<file path="config.mk">
export PLATFORM = sky130hd
export DESIGN_NAME = sys_cfg_regs
export DESIGN_NICKNAME = d
export VERILOG_FILES = /design/src/rtl/sys_cfg_pkg.sv /design/src/rtl/sys_cfg_bus_if.sv /design/src/rtl/sys_cfg_pmode_reg.sv /design/src/rtl/sys_cfg_ref_reg.sv /design/src/rtl/sys_cfg_regs.sv
export SDC_FILE = /design/constraint.sdc
export NUM_CORES = 1
export LEC_CHECK = 0
export ABC_AREA = 1
export BUFFER_PORTS_ARGS = -buffer_cell sky130_fd_sc_hd__buf_2
export CORE_MARGIN = 5
export CORE_UTILIZATION = 44
export DETAILED_ROUTE_END_ITERATION = 6
export GPL_ROUTABILITY_DRIVEN = 0
export GPL_TIMING_DRIVEN = 0
export PLACE_DENSITY = 0.86
export SLEW_MARGIN = 0
export SYNTH_ARGS = -nofsm -noshare
export SYNTH_HDL_FRONTEND = slang
export SYNTH_HIERARCHICAL = 1
export SYNTH_SLANG_ARGS = --single-unit
export TNS_END_PERCENT = 50
</file>
<file path="constraint.sdc">
create_clock -name clk_i -period 1.4 [get_ports clk_i]
set_input_delay 0.35 -clock clk_i [delete_from_list [all_inputs] [get_ports clk_i]]
set_output_delay 0.35 -clock clk_i [all_outputs]
set_load 0.005 [all_outputs]
</file>
<file path="src/rtl/sys_cfg_pkg.sv">
`timescale 1ns/1ps
package sys_cfg_pkg;
  localparam int unsigned WORD_W    = 32;
  localparam logic [7:0]  OFF_PMODE = 8'h04;
  localparam logic [7:0]  OFF_REF   = 8'h20;

  localparam int unsigned FW_BIT    = 0;
  localparam int unsigned PMODE_LSB = 8;

  localparam int unsigned REN_BIT   = 0;
  localparam int unsigned PAD_LSB   = 4;
  localparam int unsigned PAD_W     = 2;
  localparam int unsigned ADC_BIT   = 8;
  localparam int unsigned SENS_BIT  = 9;
  localparam int unsigned CMP_BIT   = 12;
  localparam int unsigned OSC_BIT   = 13;
  localparam int unsigned RDY_BIT   = 30;
  localparam int unsigned LOCK_BIT  = 31;

  typedef struct packed {
    logic             osc_buf;
    logic             cmp_buf;
    logic             sens_buf;
    logic             adc_buf;
    logic [PAD_W-1:0] pad_sel;
    logic             ref_en;
  } ref_fields_t;
endpackage

</file>
<file path="src/rtl/sys_cfg_bus_if.sv">
`timescale 1ns/1ps
module sys_cfg_bus_if
  import sys_cfg_pkg::*;
#(
  parameter int unsigned ADDR_W = 8
) (
  input  logic              psel_i,
  input  logic              penable_i,
  input  logic              pwrite_i,
  input  logic [ADDR_W-1:0] paddr_i,
  input  logic [WORD_W-1:0] pmode_rd_i,
  input  logic [WORD_W-1:0] ref_rd_i,
  output logic              pmode_we_o,
  output logic              ref_we_o,
  output logic [WORD_W-1:0] prdata_o
);
  logic hit_pmode, hit_ref, wr_acc;

  assign hit_pmode = (paddr_i == ADDR_W'(OFF_PMODE));
  assign hit_ref   = (paddr_i == ADDR_W'(OFF_REF));
  assign wr_acc    = psel_i & penable_i & pwrite_i;

  assign pmode_we_o = wr_acc & hit_pmode;
  assign ref_we_o   = wr_acc & hit_ref;

  always_comb begin
    prdata_o = '0;
    if (psel_i && !pwrite_i) begin
      if (hit_pmode)    prdata_o = pmode_rd_i;
      else if (hit_ref) prdata_o = ref_rd_i;
    end
  end
endmodule

</file>
<file path="src/rtl/sys_cfg_pmode_reg.sv">
`timescale 1ns/1ps
module sys_cfg_pmode_reg
  import sys_cfg_pkg::*;
#(
  parameter int unsigned N_PIN = 4,
  parameter int unsigned N_I2C = 3
) (
  input  logic              clk_i,
  input  logic              drv_rst_ni,
  input  logic              sys_rst_ni,
  input  logic              we_i,
  input  logic [WORD_W-1:0] wdata_i,
  output logic [WORD_W-1:0] rd_o,
  output logic [N_I2C-1:0]  i2c_o,
  output logic [N_PIN-1:0]  pin_o,
  output logic              fw_dis_o
);
  localparam int unsigned FIELD_W = N_PIN + N_I2C;

  logic [FIELD_W-1:0] drv_q;
  logic               fw_q;

  always_ff @(posedge clk_i or negedge drv_rst_ni) begin
    if (!drv_rst_ni)  drv_q <= '0;
    else if (we_i)    drv_q <= wdata_i[PMODE_LSB +: FIELD_W];
  end

  // sticky clear: only system reset sets it again
  always_ff @(posedge clk_i or negedge sys_rst_ni) begin
    if (!sys_rst_ni)                    fw_q <= 1'b1;
    else if (we_i && !wdata_i[FW_BIT])  fw_q <= 1'b0;
  end

  always_comb begin
    rd_o                        = '0;
    rd_o[PMODE_LSB +: FIELD_W]  = drv_q;
    rd_o[FW_BIT]                = fw_q;
  end

  assign i2c_o    = drv_q[N_PIN +: N_I2C];
  assign fw_dis_o = fw_q;

  for (genvar g = 0; g < N_PIN; g++) begin : g_pin
    assign pin_o[g] = drv_q[g] | i2c_o[0];
  end

  a_r2_fw_never_sets: assert property (@(posedge clk_i) disable iff (!sys_rst_ni)
    !fw_q |=> !fw_q);
  a_r4_i2c0_drives_pins: assert property (@(posedge clk_i) disable iff (!drv_rst_ni)
    i2c_o[0] |-> (&pin_o));
  a_r3_bus_reset_clears: assert property (@(posedge clk_i) disable iff (!sys_rst_ni)
    $rose(drv_rst_ni) |-> (drv_q == '0));
endmodule

</file>
<file path="src/rtl/sys_cfg_ref_reg.sv">
`timescale 1ns/1ps
module sys_cfg_ref_reg
  import sys_cfg_pkg::*;
(
  input  logic              clk_i,
  input  logic              sys_rst_ni,
  input  logic              we_i,
  input  logic [WORD_W-1:0] wdata_i,
  input  logic              rdy_i,
  output logic [WORD_W-1:0] rd_o,
  output ref_fields_t       fld_o,
  output logic [PAD_W-1:0]  pad_o,
  output logic              ref_en_o,
  output logic              lock_o
);
  ref_fields_t f_q, f_d;
  logic        lock_q;

  always_comb begin
    f_d.osc_buf  = wdata_i[OSC_BIT];
    f_d.cmp_buf  = wdata_i[CMP_BIT];
    f_d.sens_buf = wdata_i[SENS_BIT];
    f_d.adc_buf  = wdata_i[ADC_BIT];
    f_d.pad_sel  = wdata_i[PAD_LSB +: PAD_W];
    f_d.ref_en   = wdata_i[REN_BIT];
  end

  // lock and fields load together; the lock gates later writes
  always_ff @(posedge clk_i or negedge sys_rst_ni) begin
    if (!sys_rst_ni) begin
      f_q    <= '0;
      lock_q <= 1'b0;
    end else if (we_i && !lock_q) begin
      f_q    <= f_d;
      lock_q <= wdata_i[LOCK_BIT];
    end
  end

  always_comb begin
    rd_o                     = '0;
    rd_o[LOCK_BIT]           = lock_q;
    rd_o[RDY_BIT]            = rdy_i;
    rd_o[OSC_BIT]            = f_q.osc_buf;
    rd_o[CMP_BIT]            = f_q.cmp_buf;
    rd_o[SENS_BIT]           = f_q.sens_buf;
    rd_o[ADC_BIT]            = f_q.adc_buf;
    rd_o[PAD_LSB +: PAD_W]   = f_q.pad_sel;
    rd_o[REN_BIT]            = f_q.ref_en;
  end

  for (genvar k = 0; k < PAD_W; k++) begin : g_pad
    assign pad_o[k] = f_q.adc_buf & f_q.pad_sel[k];
  end

  assign fld_o    = f_q;
  assign ref_en_o = f_q.ref_en | f_q.sens_buf;
  assign lock_o   = lock_q;

  a_r6_lock_freezes: assert property (@(posedge clk_i) disable iff (!sys_rst_ni)
    lock_q |=> (lock_q && $stable(f_q)));
  a_r8_sensor_forces_ref: assert property (@(posedge clk_i) disable iff (!sys_rst_ni)
    f_q.sens_buf |-> ref_en_o);
  a_r11_pad_needs_adc: assert property (@(posedge clk_i) disable iff (!sys_rst_ni)
    (|pad_o) |-> f_q.adc_buf);
endmodule

</file>
<file path="src/rtl/sys_cfg_regs.sv">
`timescale 1ns/1ps
module sys_cfg_regs
  import sys_cfg_pkg::*;
#(
  parameter int unsigned ADDR_W = 8,
  parameter int unsigned N_PIN  = 4,
  parameter int unsigned N_I2C  = 3
) (
  input  logic              clk_i,
  input  logic              rst_ni,
  input  logic              sys_rst_ni,
  input  logic              psel_i,
  input  logic              penable_i,
  input  logic              pwrite_i,
  input  logic [ADDR_W-1:0] paddr_i,
  input  logic [31:0]       pwdata_i,
  output logic [31:0]       prdata_o,
  input  logic              ref_rdy_i,
  output logic [N_I2C-1:0]  i2c_fmp_o,
  output logic [N_PIN-1:0]  pin_fmp_o,
  output logic              fw_dis_o,
  output logic              osc_buf_o,
  output logic              cmp_buf_o,
  output logic              sens_buf_o,
  output logic              adc_buf_o,
  output logic [1:0]        ref_pad_o,
  output logic              ref_en_o,
  output logic              ref_lock_o
);
  logic [WORD_W-1:0] pmode_rd, ref_rd;
  logic              pmode_we, ref_we;
  logic              drv_rst_n;
  ref_fields_t       ref_fld;

  // drive enables fall on either reset
  assign drv_rst_n = rst_ni & sys_rst_ni;

  sys_cfg_bus_if #(.ADDR_W(ADDR_W)) u_bus (
    .psel_i     (psel_i),
    .penable_i  (penable_i),
    .pwrite_i   (pwrite_i),
    .paddr_i    (paddr_i),
    .pmode_rd_i (pmode_rd),
    .ref_rd_i   (ref_rd),
    .pmode_we_o (pmode_we),
    .ref_we_o   (ref_we),
    .prdata_o   (prdata_o)
  );

  sys_cfg_pmode_reg #(.N_PIN(N_PIN), .N_I2C(N_I2C)) u_pmode (
    .clk_i      (clk_i),
    .drv_rst_ni (drv_rst_n),
    .sys_rst_ni (sys_rst_ni),
    .we_i       (pmode_we),
    .wdata_i    (pwdata_i),
    .rd_o       (pmode_rd),
    .i2c_o      (i2c_fmp_o),
    .pin_o      (pin_fmp_o),
    .fw_dis_o   (fw_dis_o)
  );

  sys_cfg_ref_reg u_ref (
    .clk_i      (clk_i),
    .sys_rst_ni (sys_rst_ni),
    .we_i       (ref_we),
    .wdata_i    (pwdata_i),
    .rdy_i      (ref_rdy_i),
    .rd_o       (ref_rd),
    .fld_o      (ref_fld),
    .pad_o      (ref_pad_o),
    .ref_en_o   (ref_en_o),
    .lock_o     (ref_lock_o)
  );

  assign osc_buf_o  = ref_fld.osc_buf;
  assign cmp_buf_o  = ref_fld.cmp_buf;
  assign sens_buf_o = ref_fld.sens_buf;
  assign adc_buf_o  = ref_fld.adc_buf;

  a_r10_unmapped_reads_zero: assert property (@(posedge clk_i) disable iff (!sys_rst_ni)
    (psel_i && paddr_i != ADDR_W'(OFF_PMODE) && paddr_i != ADDR_W'(OFF_REF)) |-> (prdata_o == '0));
  a_r9_reserved_ref_zero: assert property (@(posedge clk_i) disable iff (!sys_rst_ni)
    (psel_i && !pwrite_i && paddr_i == ADDR_W'(OFF_REF)) |->
      (prdata_o[29:14] == '0 && prdata_o[11:10] == '0 && prdata_o[7:6] == '0 && prdata_o[3:1] == '0));
  a_r7_ready_mirrors: assert property (@(posedge clk_i) disable iff (!sys_rst_ni)
    (psel_i && !pwrite_i && paddr_i == ADDR_W'(OFF_REF)) |-> (prdata_o[30] == ref_rdy_i));
endmodule

</file>
==> impl_metrics.env, run 1 <==
export IMPL_synth_top_family_by_area="simple AND/OR/NAND/NOR gates"
export IMPL_grt_pass1_vias=1997
export IMPL_violations="negative setup slack"
export IMPL_postRouteAntennaNets=0
export IMPL_numPortBuffers=68
export IMPL_start_util=0.4456
export IMPL_comb_power_share=0.296
export IMPL_nets=486
export IMPL_async_flop_share=1.000
export IMPL_yosys_warnings=6
export IMPL_synth_top_area_share=0.2018
export IMPL_pwr_share_clk=0.295
export IMPL_ios=95
export IMPL_synth_cells=311
export IMPL_synth_seq_cells=16
export IMPL_synthAdderAreaFrac=0
export IMPL_cts_clk_slew_worst_paths_ns=0.06
export IMPL_fillers=510
export IMPL_pre_cts_ws_ns=-0.3635
export IMPL_hold_viol=0
export IMPL_grt_pass1_wl_um=8369
export IMPL_grt_max_degree=11
export IMPL_hpwl_um=4139
export IMPL_outcome="complete, but fails checks"
export IMPL_numClockSinks=16
export IMPL_path_cells="buf_8 > nor2_4 > inv_2 > nor2_8 > buf_6 > nand3b_1 > nand2_1 > nor2_2 > buf_2"
export IMPL_clock_skew_ns=0.003947
export IMPL_worstSetupPathType="in -> out"
export IMPL_synth_simple_area_share=0.3857
export IMPL_setup_viol=28
export IMPL_die_w_um=81.23
export IMPL_cp_slowest_cell="nor2_4"
export IMPL_synth_area_leaders="buf_4, dfrtp_1, nand2_1, nand3b_1, a21oi_2"
export IMPL_synthFlopType="dfrtp_1"
export IMPL_clockRootBuffer="clkbuf_8"
export IMPL_ctsHtreeMaxLevel=1
export IMPL_cts_tree="done"
export IMPL_hp_class="in -> async"
export IMPL_p_sw_frac=0.2607
export IMPL_fmax_mhz=605.4
export IMPL_syn_area_per_cell_um2=7.177
export IMPL_seq_area_um2=401.6
export IMPL_maxCapViolations=0
export IMPL_first_iter_violations=37
export IMPL_placed_cell_area_um2=2846
export IMPL_num_rows=26
export IMPL_finalCritPeriodShare=1.180
export IMPL_cp_start_kind="primary input"
export IMPL_grtUsageTotal=0.1574
export IMPL_drt_pass1_iter_count=4
export IMPL_rsz0062_at_grt="true"
export IMPL_p_leak_uw=0.001691
export IMPL_yosysMostFrequentCell="nand2_1"
export IMPL_synth_seq_area_share=0.1799
export IMPL_n_antenna_cell=0
export IMPL_power_frac_seq=0.409
export IMPL_post_route_cell_area_um2=3064
export IMPL_endpoint_kind="output pin"
export IMPL_vdd_ir_drop_worst_v=0.0002688
export IMPL_drt_vias_per_instance=4.215
export IMPL_dieArea_um2=6598
export IMPL_synth_compound_area_frac=0.1233
export IMPL_synth_common_cells="nand2_1, buf_4, nand3b_1, inv_1, nor2_2"
export IMPL_min_period_ns=1.652
export IMPL_drive_above_1_share=0.4840
export IMPL_cts_inserted_buffers=3
export IMPL_cp_data_arrival_time_ns=1.30
export IMPL_wirelength_um=5294
export IMPL_drc_errors=0
export IMPL_critPathRequiredTime_ns=1.05
export IMPL_synthesis_area_um2=2232
export IMPL_r2r_setup_slack_ns=0.50
export IMPL_multiInputGateArea_um2=1341
export IMPL_maxSlewViolCount=0
export IMPL_gr_total_overflow=0
export IMPL_dp_cells=494
export IMPL_antenna_found_initial=0
export IMPL_clk_path_buf_depth=2
export IMPL_synth_edff_count=0
export IMPL_synth_cell_types=27
export IMPL_power_internal_uw=855.2
export IMPL_syn2layout_area_growth_pct=37.28
export IMPL_p_per_area_nw_per_um2=377.5
export IMPL_wl_per_cell_um=10.42
export IMPL_core_area_um2=5010
export IMPL_die_height_um=81.23
export IMPL_fin_util=0.6116
export IMPL_critPathMaxFanout=10
export IMPL_clkLatencyLatePin_ns=0.24
export IMPL_fin_cells=508
export IMPL_slowest_delay_ns=0.15
export IMPL_tns_ns=-6.513
export IMPL_synth_top_area_cell="buf_4"
export IMPL_fin_ws_ns=-0.2517
export IMPL_p_sw_uw=301.6
export IMPL_num_vias=2141
export IMPL_synth_area_mux_share=0
export IMPL_synth_xor_area_frac=0
-- power groups by stage --
| stage | Sequential, uW | Clock, uW | Combinational [uW] |
|---|---|---|---|
| floorplan | 480 | 0 | 230 |
| global placement | 481 | 0 | 300 |
| detailed placement | 481 | 0 | 304 |
| CTS | 473 | 353 | 326 |
| global route | 474 | 371 | 379 |
| finish | 473 | 341 | 343 |
-- sequential cells by signal (all words and copies together) (netlist names) --
register	flops
u_pmode/drv_q	7
u_pmode/fw_dis_o	1
u_ref/fld_o	7
u_ref/lock_o	1
-- repair_timing --
| action | 4_1_cts | 5_1_grt |
|---|---|---|
| hold buffers | 1 | 0 |
| hold endpoints to repair | 8 | 0 |
| buffers inserted | 5 | 3 |
| gates cloned | 0 | 1 |
| pin swaps | 4 | 7 |
| resized for setup | 18 | 8 |
| setup endpoints to repair | 37 | 36 |
-- logic make-up after synthesis --
group | after synthesis
AOI/OAI and AO/OA | 40
other | 2
and+or+nand+nor | 156
buffers and inverters | 97
DFF | 16
-- through the flow --
stage               hold slack, ns  total power, uW
floorplan                  0.05441            709.8
global placement            0.2184            781.3
detailed placement          0.2224            785.8
CTS                        0.05104             1152
global route               0.07675             1224
finish                     0.05597             1157
-- cell type report --
cell class,count,area share
inverter,24,0.03185
multi-input combinational,243,0.4377
buffer,73,0.2017
timing repair buffer,78,0.1543
clock buffer,4,0.01470
sequential,16,0.1311
tap,70,0.02858
-- worst max-delay path, delay by kind of cell --
family                 cells  cell delay [ns]
buffers and inverters      4             0.45
and+or+nand+nor            5             0.49
-- metal layers --
metal	global-route usage	vias up	wire length [um]
met2	0.3030	49	2945
met3	0.02550	4	321
li1	-	1134	-
met1	0.1786	954	1970
met4	0.03716	0	56
met5	0	-	0
-- final timing paths --
path	from	depth (start not counted)	end
worst min register to register	u_pmode/fw_dis_o$_DFFE_PN1P_	2	u_pmode/fw_dis_o$_DFFE_PN1P_
worst min-delay path	rst_ni	3	u_pmode/drv_q[2]$_DFFE_PN0P_
max in group asynchronous	sys_rst_ni	4	u_pmode/drv_q[0]$_DFFE_PN0P_
min in group clk_i	pwdata_i[31]	3	u_ref/lock_o$_DFFE_PN0P_
worst max register to register	u_ref/lock_o$_DFFE_PN0P_	4	u_ref/fld_o[0]$_DFFE_PN0P_
worst max-delay path	paddr_i[3]	9	prdata_o[16]
-- cell usage in the layout, fill, tap and decap left out, drive strengths merged --
cell         synthesis  layout
dlygate4sd3          0       1
a21oi               33      33
buf                 72     149
nor3                 2       2
dfstp                1       1
inv                 24      24
clkbuf               1       5
nor2                40      40
o21ai                7       7
nand3b              28      28
nand2               67      67
conb                 2      47
nand3               17      17
or2                  2       2
dfrtp               15      15
No activity file was read; power rests on OpenSTA's default activity.
==> run 2: changes to the inputs <==
--- a/config.mk
+++ b/config.mk
@@ -8,11 +8,11 @@
 export ABC_AREA = 1
 export BUFFER_PORTS_ARGS = -buffer_cell sky130_fd_sc_hd__buf_2
 export CORE_MARGIN = 5
-export CORE_UTILIZATION = 44
+export CORE_UTILIZATION = 40
 export DETAILED_ROUTE_END_ITERATION = 6
 export GPL_ROUTABILITY_DRIVEN = 0
 export GPL_TIMING_DRIVEN = 0
-export PLACE_DENSITY = 0.86
+export PLACE_DENSITY = 0.8
 export SLEW_MARGIN = 0
 export SYNTH_ARGS = -nofsm -noshare
 export SYNTH_HDL_FRONTEND = slang
==> impl_metrics.env, run 2 (synthesis gave the netlist of run 1 again) <==
export IMPL_ios=95
export IMPL_grt_pass1_wl_um=9466
export IMPL_cts_clk_slew_worst_paths_ns=0.07
export IMPL_grt_pass1_vias=2134
export IMPL_p_sw_frac=0.2785
export IMPL_path_cells="buf_8 > nor2_4 > inv_2 > nor2_8 > buf_6 > nand3b_1 > nand2_1 > nor2_2 > buf_2"
export IMPL_gr_total_overflow=0
export IMPL_wirelength_um=5384
export IMPL_setup_viol=28
export IMPL_rsz0062_at_grt="true"
export IMPL_p_sw_uw=328.4
export IMPL_worstSetupPathType="in -> out"
export IMPL_hold_viol=0
export IMPL_n_antenna_cell=0
export IMPL_dieArea_um2=7174
export IMPL_drive_above_1_share=0.4944
export IMPL_endpoint_kind="output pin"
export IMPL_power_frac_seq=0.400
export IMPL_die_height_um=84.70
export IMPL_clockRootBuffer="clkbuf_8"
export IMPL_antenna_found_initial=0
export IMPL_finalCritPeriodShare=1.195
export IMPL_hp_class="in -> async"
export IMPL_violations="negative setup slack"
export IMPL_clk_path_buf_depth=2
export IMPL_final_common_cell="buf_4"
export IMPL_numPortBuffers=68
export IMPL_worst_r2r_endpoint="u_ref/fld_o[4]$_DFFE_PN0P_"
export IMPL_mostFrequentLayoutCells="buf_4, buf_2, nand2_1"
export IMPL_grt_max_degree=11
export IMPL_grtUsageTotal=0.1541
export IMPL_placed_cell_area_um2=2849
export IMPL_cp_slowest_cell="nor2_8"
export IMPL_drt_vias_per_instance=4.256
export IMPL_vdd_ir_drop_worst_v=0.0002893
export IMPL_critPathMaxFanout=8
export IMPL_fmax_mhz=597.8
export IMPL_crit_cells=9
export IMPL_reg2regPathDepth=4
export IMPL_drt_pass1_iter_count=4
export IMPL_num_rows=27
export IMPL_drc_errors=0
export IMPL_start_util=0.4079
export IMPL_clock_skew_ns=0.003897
export IMPL_critPathRequiredTime_ns=1.05
export IMPL_cts_inserted_buffers=3
export IMPL_power_uw=1179
export IMPL_r2r_setup_slack_ns=0.47
export IMPL_pwr_share_clk=0.311
export IMPL_cp_data_arrival_time_ns=1.32
export IMPL_maxSlewViolCount=0
export IMPL_core_area_um2=5473
export IMPL_min_period_ns=1.673
export IMPL_post_route_cell_area_um2=3100
export IMPL_pre_cts_ws_ns=-0.3956
export IMPL_nets=491
export IMPL_hpwl_um=4132
export IMPL_comb_power_share=0.289
export IMPL_p_per_area_nw_per_um2=380.4
export IMPL_die_w_um=84.70
export IMPL_num_vias=2192
export IMPL_cts_tree="done"
export IMPL_ctsHtreeMaxLevel=1
export IMPL_critical_path_top_delay_family="simple AND/OR/NAND/NOR gates"
export IMPL_r2r_start="u_ref/lock_o$_DFFE_PN0P_"
export IMPL_first_iter_violations=167
export IMPL_syn2layout_area_growth_pct=38.90
export IMPL_postRouteAntennaNets=0
export IMPL_p_leak_uw=0.001722
export IMPL_power_internal_uw=851.0
export IMPL_fin_ws_ns=-0.2729
export IMPL_maxCapViolations=0
export IMPL_numClockSinks=16
export IMPL_worst_path_buf_inv=4
export IMPL_clkLatencyLatePin_ns=0.25
export IMPL_outcome="complete, but fails checks"
export IMPL_slowest_delay_ns=0.17
export IMPL_cp_start_kind="primary input"
export IMPL_wl_per_cell_um=10.45
==> run 2: changes by cell type in the layout (fill, tap and decap cells not counted) <==
cell / previous run / this run
o21ai_0: 7 / 6
buf_2: 61 / 65
nor3_1: 1 / 0
o21ai_1: 0 / 1
buf_4: 69 / 72
nor3_4: 1 / 2
nand2_1: 63 / 62
buf_6: 14 / 10
clkbuf_4: 0 / 1
nand2_2: 2 / 3
buf_8: 1 / 2
==> run 2: metrics by stage <==
stage	TNS (ns)	hold slack (ns)	cells	utilization
after CTS	-7.985	0.06106	514	0.5588
after global placement	-11.26	0.2219	496	0.5206
final	-7.004	0.05794	515	0.5665
after floorplan	-0.2053	0.05441	356	-
after detailed placement	-12.15	0.2245	496	0.5206
after global routing	-9.866	0.08281	515	0.5665
==> run 2: area by class of cell <==
type | count | area (um2)
Tap cell | 72 | 90.09
Buffer | 73 | 618.1
Multi-Input combinational cell | 243 | 1355
Inverter | 24 | 97.59
Sequential cell | 16 | 401.6
Fill cell | 531 | 2372
Clock buffer | 4 | 45.04
Timing Repair Buffer | 83 | 493.0
==> run 2: worst max path at each step <==
stage | end | start | slack (ns)
floorplan | prdata_o[0] | paddr_i[4] | -0.02
global placement | prdata_o[9] | paddr_i[4] | -0.36
detailed placement | u_pmode/drv_q[5]$_DFFE_PN0P_ | paddr_i[1] | -0.40
CTS | prdata_o[9] | paddr_i[3] | -0.31
global route | prdata_o[11] | paddr_i[4] | -0.38
finish | prdata_o[11] | paddr_i[4] | -0.27
==> run 2: timing repair <==
| item | CTS | global route |
|---|---|---|
| endpoints found under the setup margin | 37 | 39 |
| hold endpoints to repair | 8 | 0 |
| cloned | 2 | 0 |
| resized for setup | 18 | 11 |
| pin swaps | 21 | 11 |
| buffers inserted | 11 | 1 |
| hold buffers | 1 | 0 |
==> run 2: metal layers <==
layer / wire length (um) / up-vias / global-route usage
met1: 2290 / 970 / 0.1933
met4: 71 / 0 / 0.04460
li1: - / 1144 / -
met2: 2702 / 71 / 0.2740
met3: 319 / 7 / 0.01963
met5: 0 / - / 0
==> run 2: power by group through the flow <==
| stage | clock network (uW) | registers, uW | logic, uW |
|---|---|---|---|
| after floorplan | 0 | 480 | 230 |
| after global placement | 0 | 480 | 303 |
| after detailed placement | 0 | 481 | 307 |
| after CTS | 370 | 472 | 330 |
| after global routing | 401 | 473 | 380 |
| final | 367 | 472 | 340 |
==> run 2: tightest hold or removal path: stages <==
cell,delay [ns]
buf_2,0.08
nand2_1,0.04
inv_1,0.23
==> run 3: changes to the inputs <==
--- a/config.mk
+++ b/config.mk
@@ -7,12 +7,14 @@
 export LEC_CHECK = 0
 export ABC_AREA = 1
 export BUFFER_PORTS_ARGS = -buffer_cell sky130_fd_sc_hd__buf_2
+export CELL_PAD_IN_SITES_DETAIL_PLACEMENT = 1
+export CELL_PAD_IN_SITES_GLOBAL_PLACEMENT = 1
 export CORE_MARGIN = 5
-export CORE_UTILIZATION = 40
+export CORE_UTILIZATION = 30
 export DETAILED_ROUTE_END_ITERATION = 6
 export GPL_ROUTABILITY_DRIVEN = 0
 export GPL_TIMING_DRIVEN = 0
-export PLACE_DENSITY = 0.8
+export PLACE_DENSITY = 0.85
 export SLEW_MARGIN = 0
 export SYNTH_ARGS = -nofsm -noshare
 export SYNTH_HDL_FRONTEND = slang
==> impl_metrics.env, run 3 (synthesis gave the netlist of run 1 again) <==
export IMPL_seq_area_um2=402.9
export IMPL_mostFrequentLayoutCells="buf_4, nand2_1, buf_2"
export IMPL_worstSetupPathType="in -> out"
export IMPL_ios=95
export IMPL_numPortBuffers=68
export IMPL_hold_viol=0
export IMPL_power_frac_seq=0.378
export IMPL_numClockSinks=16
export IMPL_cts_inserted_buffers=3
export IMPL_grt_max_degree=11
export IMPL_clockRootBuffer="clkbuf_8"
export IMPL_hpwl_um=5278
export IMPL_pwr_share_clk=0.340
export IMPL_p_sw_frac=0.2768
export IMPL_violations="negative setup slack"
export IMPL_vdd_ir_drop_worst_v=0.0001773
export IMPL_finalCritPeriodShare=1.226
export IMPL_die_height_um=96.26
export IMPL_grtUsageTotal=0.1525
export IMPL_drt_pass1_iter_count=4
export IMPL_endpoint_kind="output pin"
export IMPL_p_per_area_nw_per_um2=394.1
export IMPL_fin_ws_ns=-0.3166
export IMPL_grt_pass1_vias=2495
export IMPL_outcome="complete, but fails checks"
export IMPL_setup_viol=29
export IMPL_fillers=957
export IMPL_wirelength_um=6716
export IMPL_dieArea_um2=9266
export IMPL_grt_pass1_wl_um=11320
export IMPL_num_vias=2293
export IMPL_wl_met3_um=288
export IMPL_die_w_um=96.26
export IMPL_wl_per_cell_um=12.37
export IMPL_gr_total_overflow=0
export IMPL_clock_skew_ns=0.0009902
export IMPL_nets=492
export IMPL_num_rows=31
export IMPL_cp_data_arrival_time_ns=1.37
export IMPL_fin_hold_ws_ns=0.06045
export IMPL_critPathRequiredTime_ns=1.05
export IMPL_critPathMaxFanout=6
export IMPL_fmax_mhz=582.6
export IMPL_syn2layout_area_growth_pct=41.93
export IMPL_cts_clk_slew_worst_paths_ns=0.07
export IMPL_hp_class="in -> async"
export IMPL_clk_path_buf_depth=2
export IMPL_start_util=0.3077
export IMPL_cp_start_kind="primary input"
export IMPL_postRouteAntennaNets=0
export IMPL_comb_power_share=0.282
export IMPL_antenna_found_initial=0
export IMPL_n_antenna_cell=0
export IMPL_cts_tree="done"
export IMPL_drt_vias_per_instance=4.223
export IMPL_drc_errors=0
export IMPL_core_area_um2=7253
export IMPL_p_leak_uw=0.001716
export IMPL_drive_above_1_share=0.5068
export IMPL_min_period_ns=1.717
export IMPL_first_iter_violations=44
export IMPL_multiInputGateArea_um2=1348
export IMPL_top_layer="met4"
export IMPL_ctsHtreeMaxLevel=1
export IMPL_maxSlewViolCount=0
export IMPL_maxCapViolations=0
export IMPL_p_sw_uw=345.6
export IMPL_wl_met1_um=2685
export IMPL_power_internal_uw=902.9
export IMPL_clkLatencyLatePin_ns=0.25
export IMPL_wl_met2_um=3653
export IMPL_rsz0062_at_grt="true"
export IMPL_power_uw=1249
export IMPL_final_common_cell="buf_4"
==> run 3: cell types whose count changed in the layout (fill, tap and decap cells not counted), moves of 2 or more <==
cell,delta
a21oi_1,-2
buf_2,-2
nor2_2,+2
a21oi_2,+2
buf_6,+4
nor2_1,-2
nor3_4,-2
==> run 3: final cells by class <==
type,count,area share
multi-input cells,243,0.4254
plain buffers,73,0.1951
repair buffers,84,0.1643
flip-flops and latches,16,0.1272
well taps,99,0.03910
inverters,24,0.03160
clock buffers,4,0.01738
==> run 3: path summary, 6_finish.rpt <==
path / startpoint / end / slack (ns) / depth (start not counted)
setup / recovery: paddr_i[4] / prdata_o[1] / -0.32 / 9
hold / removal: rst_ni / u_pmode/drv_q[0]$_DFFE_PN0P_ / 0.06 / 3
setup reg to reg: u_ref/lock_o$_DFFE_PN0P_ / u_ref/fld_o[6]$_DFFE_PN0P_ / 0.48 / 4
hold reg to reg: u_pmode/fw_dis_o$_DFFE_PN1P_ / u_pmode/fw_dis_o$_DFFE_PN1P_ / 0.46 / 2
max in group asynchronous: sys_rst_ni / u_pmode/drv_q[3]$_DFFE_PN0P_ / 0.39 / 4
min in group clk_i: pwdata_i[14] / u_pmode/drv_q[6]$_DFFE_PN0P_ / 0.30 / 3
==> run 3: per-layer routing <==
layer / up-vias / GRT usage
li1: 1145 / -
met5: - / 0
met1: 1089 / 0.1811
met3: 8 / 0.01407
met2: 51 / 0.2869
met4: 0 / 0.04384
==> run 3: critical path, stage by stage <==
cell and delay [ns]:
buf_8 0.10, nor2_4 0.15, inv_2 0.08, nor2_8 0.17, buf_6 0.14, nand3b_1 0.10
nand2_1 0.10, nor2_2 0.04, buf_2 0.12
==> run 3: power by group through the flow <==
stage          Clock [uW]  Sequential [uW]  Combinational [uW]
6_report              424              472                 352
5_1_grt               448              473                 392
4_1_cts               432              472                 340
3_5_place_dp            0              481                 314
3_3_place_gp            0              481                 306
2_1_floorplan           0              480                 230
==> run 3: repair_timing <==
action / CTS / global route
endpoints found under the setup margin: 37 / 33
hold buffers: 1 / 0
setup buffers: 12 / 1
pin swaps: 11 / 11
cloned: 2 / 0
hold endpoints to repair: 8 / 0
resized for setup: 22 / 12
==> run 3: per-stage QoR <==
step | area [um2] | utilization | std cells | setup slack (ns) | TNS (ns)
after floorplan | 2419 | - | 356 | -0.02134 | -0.2053
after global placement | 2883 | 0.3974 | 523 | -0.4544 | -13.15
after detailed placement | 2883 | 0.3974 | 523 | -0.4845 | -14.68
after CTS | 3126 | 0.4309 | 542 | -0.3417 | -8.621
after global routing | 3168 | 0.4368 | 543 | -0.3968 | -10.60
final | 3168 | 0.4368 | 543 | -0.3166 | -7.428
